[config.mk]
export PLATFORM = sky130hd
export DESIGN_NAME = lpm_pair_resolver
export DESIGN_NICKNAME = d
export VERILOG_FILES = /design/src/rtl/lpm_res_pkg.sv /design/src/rtl/lpm_res_delay.sv /design/src/rtl/lpm_res_lane.sv /design/src/rtl/lpm_res_errfsm.sv /design/src/rtl/lpm_pair_resolver.sv
export SDC_FILE = /design/constraint.sdc
export NUM_CORES = 1
export LEC_CHECK = 0
export BUFFER_PORTS_ARGS = -buffer_cell sky130_fd_sc_hd__buf_2
export CORE_MARGIN = 2
export CORE_UTILIZATION = 53
export DETAILED_ROUTE_END_ITERATION = 12
export GPL_ROUTABILITY_DRIVEN = 1
export MAX_ROUTING_LAYER = met4
export PLACE_DENSITY = 0.82
export SKIP_LAST_GASP = 1
export SYNTH_ARGS = -nofsm -noshare
export SYNTH_HDL_FRONTEND = slang
export SYNTH_HIERARCHICAL = 1
export SYNTH_SLANG_ARGS = --single-unit
[constraint.sdc]
create_clock -name clk -period 2.8 [get_ports clk]
set_input_delay 0.56 -clock clk [delete_from_list [all_inputs] [get_ports clk]]
set_output_delay 0.56 -clock clk [all_outputs]
set_load 0.02 [all_outputs]
[src/rtl/lpm_res_pkg.sv]
package lpm_res_pkg;
    typedef enum logic {
        ST_CLEAN = 1'b0,
        ST_FAULT = 1'b1
    } err_state_e;
endpackage

[src/rtl/lpm_res_delay.sv]
module lpm_res_delay #(
    parameter int W     = 10,
    parameter int DEPTH = 2
) (
    input  logic         clk,
    input  logic         rst_n,
    input  logic [W-1:0] din,
    output logic [W-1:0] dout
);
    generate
        if (DEPTH == 0) begin : g_pass
            assign dout = din;
        end else begin : g_shift
            logic [W-1:0] stage_q [DEPTH];
            always_ff @(posedge clk or negedge rst_n) begin
                if (!rst_n) begin
                    for (int i = 0; i < DEPTH; i++) stage_q[i] <= '0;
                end else begin
                    stage_q[0] <= din;
                    for (int i = 1; i < DEPTH; i++) stage_q[i] <= stage_q[i-1];
                end
            end
            assign dout = stage_q[DEPTH-1];
        end
    endgenerate
endmodule

[src/rtl/lpm_res_lane.sv]
module lpm_res_lane #(
    parameter int              NH_W       = 8,
    parameter logic [NH_W-1:0] DEFAULT_NH = '0
) (
    input  logic            clk,
    input  logic            rst_n,
    input  logic            a1_v,
    input  logic            a1_h,
    input  logic [NH_W-1:0] a1_nh,
    input  logic            a2_v,
    input  logic            a2_h,
    input  logic [NH_W-1:0] a2_nh,
    output logic            mismatch,
    output logic            o_v,
    output logic            o_h,
    output logic [NH_W-1:0] o_nh
);
    logic            both_v;
    logic            pick_h;
    logic [NH_W-1:0] pick_nh;

    always_comb begin
        both_v   = a1_v & a2_v;
        mismatch = a1_v ^ a2_v;
        pick_h   = both_v & (a1_h | a2_h);
        if (a1_h)      pick_nh = a1_nh;
        else if (a2_h) pick_nh = a2_nh;
        else           pick_nh = DEFAULT_NH;
    end

    always_ff @(posedge clk or negedge rst_n) begin
        if (!rst_n) begin
            o_v  <= 1'b0;
            o_h  <= 1'b0;
            o_nh <= DEFAULT_NH;
        end else begin
            o_v  <= both_v;
            o_h  <= pick_h;
            o_nh <= pick_nh;
        end
    end
endmodule

[src/rtl/lpm_res_errfsm.sv]
module lpm_res_errfsm
    import lpm_res_pkg::*;
#(
    parameter int LANES = 2
) (
    input  logic             clk,
    input  logic             rst_n,
    input  logic [LANES-1:0] lane_mis,
    output logic             err
);
    err_state_e state_q, state_d;

    always_ff @(posedge clk or negedge rst_n) begin
        if (!rst_n) state_q <= ST_CLEAN;
        else        state_q <= state_d;
    end

    always_comb begin
        state_d = state_q;
        unique case (state_q)
            ST_CLEAN: if (|lane_mis) state_d = ST_FAULT;
            ST_FAULT: state_d = ST_FAULT;
        endcase
    end

    always_comb begin
        err = (state_q == ST_FAULT);
    end
endmodule

[src/rtl/lpm_pair_resolver.sv]
module lpm_pair_resolver #(
    parameter int              LANES      = 2,
    parameter int              NH_W       = 8,
    parameter int              DLY        = 2,
    parameter int              DELAY_SET  = 2,
    parameter logic [NH_W-1:0] DEFAULT_NH = 8'hEE
) (
    input  logic                  clk,
    input  logic                  rst_n,
    input  logic [LANES-1:0]      s1_valid,
    input  logic [LANES-1:0]      s1_hit,
    input  logic [LANES*NH_W-1:0] s1_nh,
    input  logic [LANES-1:0]      s2_valid,
    input  logic [LANES-1:0]      s2_hit,
    input  logic [LANES*NH_W-1:0] s2_nh,
    output logic [LANES-1:0]      res_valid,
    output logic [LANES-1:0]      res_hit,
    output logic [LANES*NH_W-1:0] res_nh,
    output logic                  err_sticky
);
    localparam int PW = NH_W + 2;

    logic [LANES-1:0]      al_v1, al_h1, al_v2, al_h2, lane_mis;
    logic [LANES*NH_W-1:0] al_nh1, al_nh2;

    generate
        for (genvar l = 0; l < LANES; l++) begin : g_lane
            logic [PW-1:0] raw1, raw2, dl1, dl2;
            assign raw1 = {s1_valid[l], s1_hit[l], s1_nh[l*NH_W +: NH_W]};
            assign raw2 = {s2_valid[l], s2_hit[l], s2_nh[l*NH_W +: NH_W]};

            if (DELAY_SET == 1) begin : g_d1
                lpm_res_delay #(.W(PW), .DEPTH(DLY)) u_dly (
                    .clk(clk), .rst_n(rst_n), .din(raw1), .dout(dl1));
                assign dl2 = raw2;
            end else begin : g_d2
                lpm_res_delay #(.W(PW), .DEPTH(DLY)) u_dly (
                    .clk(clk), .rst_n(rst_n), .din(raw2), .dout(dl2));
                assign dl1 = raw1;
            end

            assign {al_v1[l], al_h1[l], al_nh1[l*NH_W +: NH_W]} = dl1;
            assign {al_v2[l], al_h2[l], al_nh2[l*NH_W +: NH_W]} = dl2;

            lpm_res_lane #(.NH_W(NH_W), .DEFAULT_NH(DEFAULT_NH)) u_lane (
                .clk     (clk),
                .rst_n   (rst_n),
                .a1_v    (al_v1[l]),
                .a1_h    (al_h1[l]),
                .a1_nh   (al_nh1[l*NH_W +: NH_W]),
                .a2_v    (al_v2[l]),
                .a2_h    (al_h2[l]),
                .a2_nh   (al_nh2[l*NH_W +: NH_W]),
                .mismatch(lane_mis[l]),
                .o_v     (res_valid[l]),
                .o_h     (res_hit[l]),
                .o_nh    (res_nh[l*NH_W +: NH_W])
            );
        end
    endgenerate

    lpm_res_errfsm #(.LANES(LANES)) u_err (
        .clk     (clk),
        .rst_n   (rst_n),
        .lane_mis(lane_mis),
        .err     (err_sticky)
    );
endmodule

Yosys cells after proc, flatten, opt, wreduce, memory -nomap -nowiden
Cells that the tools add are included.
Widths: inputs -> output; s select.
Word-level totals
  input bits: 42
  output and inout port bits: 21
  word-level logic and storage cells: 27
  flip-flop bits (word level): 61
Operators by class
  muxes and demuxes: 6
  reduce and logical (&&, ||, !) cells: 1
  bitwise operators: 9
Operators with widths (number)
  $mux 8: 4
  $and 1x1->1: 4
  $or 1x1->1: 2
  $pmux 1 s2: 1
  $reduce_or 2->1: 1
  $xor 1x1->1: 2
  $mux 1: 1
  $not 1->1: 1

Logic depth before layout (Yosys ltp)
  depth in word-level cells: 4
  gate-level depth with buffers: 3
  mapped depth without buffers: 2

Hierarchy
The synthesis kept the hierarchy.
By module, submodules not included
  lpm_res_delay: cells an instance 30, seq. area each 500.5 um^2, times used 2, area an instance 575.6 um^2
  lpm_res_lane: cells an instance 32, seq. area each 257.7 um^2, times used 2, area an instance 440.4 um^2
  lpm_res_errfsm: cells an instance 2, seq. area each 25.0 um^2, times used 1, area an instance 31.3 um^2

Worst setup path after synthesis
OpenSTA, ideal clock, no wires.
  kind: input -> register
  start: in s1_valid[1]
  end: reg u_err.state_q, in the netlist u_err/err
  path buffers: 0
  slack: 1.503 ns
  required time: 2.669 ns
  setup time: 0.131 ns
  arrival: 1.166 ns
  cell stages on the path: 2
  path through: ha_1 or3_1
On the way
  longest elaborated chain between the ends: 4
Ends and longest elaborated chain
  start: declaration: RTL line lpm_pair_resolver.sv:10  | input logic [LANES-1:0] s1_valid,
  $xor 1x1->1: RTL line lpm_res_lane.sv:24  | mismatch = a1_v ^ a2_v;
  $reduce_or 2->1: RTL line lpm_res_errfsm.sv:21  | ST_CLEAN: if (|lane_mis) state_d = ST_FAULT;
  $mux 1: RTL line lpm_res_errfsm.sv:21
  $pmux 1 s2: RTL line lpm_res_errfsm.sv:20  | unique case (state_q)
  net u_err.state_d: RTL line lpm_res_errfsm.sv:11  | err_state_e state_q, state_d;
  end signal: assignment: RTL line lpm_res_errfsm.sv:15  | else state_q <= state_d;
  end: declaration: RTL line lpm_res_errfsm.sv:11
The timed path passes the listed nets, and every way through them passes these cells.

Worst setup path after layout
  start: reg g_lane[1].u_lane.o_nh[3]
  end: out res_nh[11]
RTL lines
  start: declaration: RTL line lpm_res_lane.sv:16  | output logic [NH_W-1:0] o_nh
  start signal: assignment: RTL line lpm_res_lane.sv:39  | o_nh <= pick_nh;
  end: declaration: RTL line lpm_pair_resolver.sv:18  | output logic [LANES*NH_W-1:0] res_nh,
No word-level cell between the ends.

==> results.md <==
- Max cap viols: 0
- Worst r2r src: g_lane[1].g_d2.u_dly/dout[9]
- Fin Clk Skew: a little under 0.006 ns
- Power Density: approximately 790 nW/um^2
- Root Buffer Master: clkbuf_8
- Synth cell types: 12
- Latest clock arrival within the worst-skew pair: 0.32 ns
- Sequential-to-total area share from yosys stat: between 70 and 80%
- Clock transition at the registers of the reported paths: roughly 0.06 ns
- Final period utilization: between 50 and 60%
- Setup WS post-layout: around 1.2 ns
- CP Data Arrival Time: 1.00 ns
- Outcome: completed
- CP Class: flip-flop to output pin
- Area growth from synthesis to layout: 21.3%
- Min Tclk post-route: ~1.6 ns
- DRC violations left: 0
- Slowest-stage cell, CP: dfstp_2
- Diodes inserted: 0
- GRT overflow: 0
- Final Max Slew Viols: 0
- CTS tree: built
- Worst EP required: between 2 and 2.5 ns
- Synth warn: 6
- CP peak stage delay: between 0.5 and 0.6 ns
- Largest net degree at the start of global routing: 62
- GRT Total Usage: between 10% and 20%
- Cts hold-fix bufs: 0
- Crit. End Element: output pin
- R2r setup slk: between 1.5 and 2 ns
- Num Clock Sinks: between 60 and 70
- Die span in y: between 60 and 70 um
- CP Launch Type: flip-flop
- Dpl hpwl: approximately 2300 um
- Core area: approximately 3700 um^2
- Top-area cell type share of the netlist area: roughly three fifths
- FF-to-FF End: u_err/err
- Area of the multi-input gates: slightly above 300 um^2
- Achievable Freq: approximately 640 MHz
- Fill cells: approximately 270
- Most common cell after layout, fill and taps aside: buf_2
- Initial drt markers: 29
- RePlAce Congestion: around 0.66
- CP Buf/Inv Count: 1
- Max IR drop VDD: around 0.00047 V
- Number of buffers created by CTS: 9
- Wire length per cell: roughly 14 um
- Final Setup Violations: 0
- First drt pass iteration count: 4
- Syn_area_per_cell: 16.4 um^2
- Netlist Area Pre-Place: about 2100 um^2
- Seq. cell area: ~1500 um^2
- Mapped Nets: 170
- Vias in the first global route: roughly 1100
- Depth of the CTS H-tree: 3
- IO Port Bufs: 62
- Static Leakage: roughly 1.2 nW
- Cell family contributing the most delay on the critical path: flip-flops
- Relative slew slack: 52.8%
- Final net count: roughly 220
- Tightest Hold Check Type: input pin to flip-flop
- Final WL: between 3000 and 4000 um
- CP startpoint: g_lane[1].u_lane/o_nh[3]
- Post-CTS Setup Bufs: 0
- Critical Path Fanout Max: 1
- Cell accounting for the most synthesized area: dfrtp_1
- Die outline area: 4410 um^2
- Total negative slack: 0 ns
- Post-CTS sizing: 0
- Rows: 22
- Pre-CTS setup slack: about 1.4 ns
- Max clock buf depth: 2
- Detail Route Antenna Nets: 0
- Antenna violations before repair: 0
- Crit-path cells: buf_2
- CP Capture Point: res_nh[11]
- Top post-synthesis cells by area: dfrtp_1 59%, dfstp_2 15%, a2bb2oi_2 8.7%
- # IOs: 63
- Synth Instances: roughly 130
- Synth Register Bits: 61
- First-pass GRT wire length: 5290 um
- Initial Util: between 50% and 60%
- RSZ-0062 raised after global routing: false
- Die Wd: 66.4 um
- Slew @ Worst Pin: 0.708 ns
- Most frequent cells in the layout: 62 x buf_2, 49 x dfrtp_1, 14 x inv_1
- Fin. Hold Viols: 0
- R2R depth: 2
- Via count: 1032
- Routed vias/inst: approximately 4.5
- Critical Path Stages: 1
- Layout cells sized above 1: between 50% and 60%
[worst min-delay path by stage]
stage               slack [ns]                                  endpoint                                      from  cells past startpoint
global route              0.31  g_lane[1].g_d2.u_dly/g_shift.stage_q[16]                                 s2_nh[14]                      1
CTS                       0.33  g_lane[1].g_d2.u_dly/g_shift.stage_q[14]                                 s2_nh[12]                      1
finish                    0.34  g_lane[1].g_d2.u_dly/g_shift.stage_q[14]                                 s2_nh[12]                      1
floorplan                 0.26              g_lane[0].g_d2.u_dly/dout[0]                                     rst_n                      0
global placement          0.33              g_lane[0].g_d2.u_dly/dout[1]  g_lane[0].g_d2.u_dly/g_shift.stage_q[11]                      0
detailed placement        0.33              g_lane[0].g_d2.u_dly/dout[3]  g_lane[0].g_d2.u_dly/g_shift.stage_q[13]                      0
[sequential cells by signal, indices dropped and copies added, names as in the netlist]
name and count:
g_lane.g_d2.u_dly/dout 20, g_lane.g_d2.u_dly/g_shift.stage_q 20, g_lane.u_lane/o_nh 16, g_lane.u_lane/o_h 2, g_lane.u_lane/o_v 2, u_err/err 1
[power by group]
group          internal [mW]  switching, mW  total, mW
Combinational         0.0615         0.0802      0.142
Sequential             0.940         0.0177      0.958
Clock                  0.583          0.303      0.886
Total                   1.58          0.401       1.99
[Yosys cell counts, drive strengths merged]
library cell and number:
a2bb2oi 12, buf 22, dfrtp 49, dfstp 12
ha 2, inv 14, nand2 6, nand2b 2
o21a 2, o21ai 4, or3 1
[logic make-up after synthesis]
family                   after synthesis  share of synthesized area [%]
AO/OA/AOI/OAI                         18                           10.8
adder cells (fa/ha/maj)                2                           1.21
buffers and inverters                 36                           10.6
flip-flops                            61                           74.7
AND/OR/NAND/NOR                        9                           2.73
[metal layers]
layer / vias up / global-route usage (%) / part of all wire, % / wire length (um)
li1: 482 / - / - / -
met1: 514 / 20.1 / 38 / 1190
met2: 31 / 28.4 / 56 / 1790
met3: 5 / 7.16 / 4.7 / 150
met4: 0 / 7.65 / 1.3 / 41
met5: - / - / 0 / 0
[through the flow]
step           util [%]  cell area, um^2  hold slack (ns)  total power [mW]  std cells
4_1_cts            67.9             2500            0.329              2.01        230
3_3_place_gp       61.7             2280            0.335              1.11        215
2_1_floorplan         -             2060            0.264              1.06        126
3_5_place_dp       61.7             2280            0.335              1.12        215
6_report           67.9             2500            0.342              1.99        230
5_1_grt            67.9             2500            0.315              2.08        230
[area by class of cell]
class,instances,area share [%]
sequential,61,61.6
multi-input combinational,29,12.1
clock inverter,5,4.00
tap,48,2.40
timing repair buffer,63,12.7
clock buffer,10,5.10
inverter,14,2.10
No activity file was read; power rests on OpenSTA's default activity.
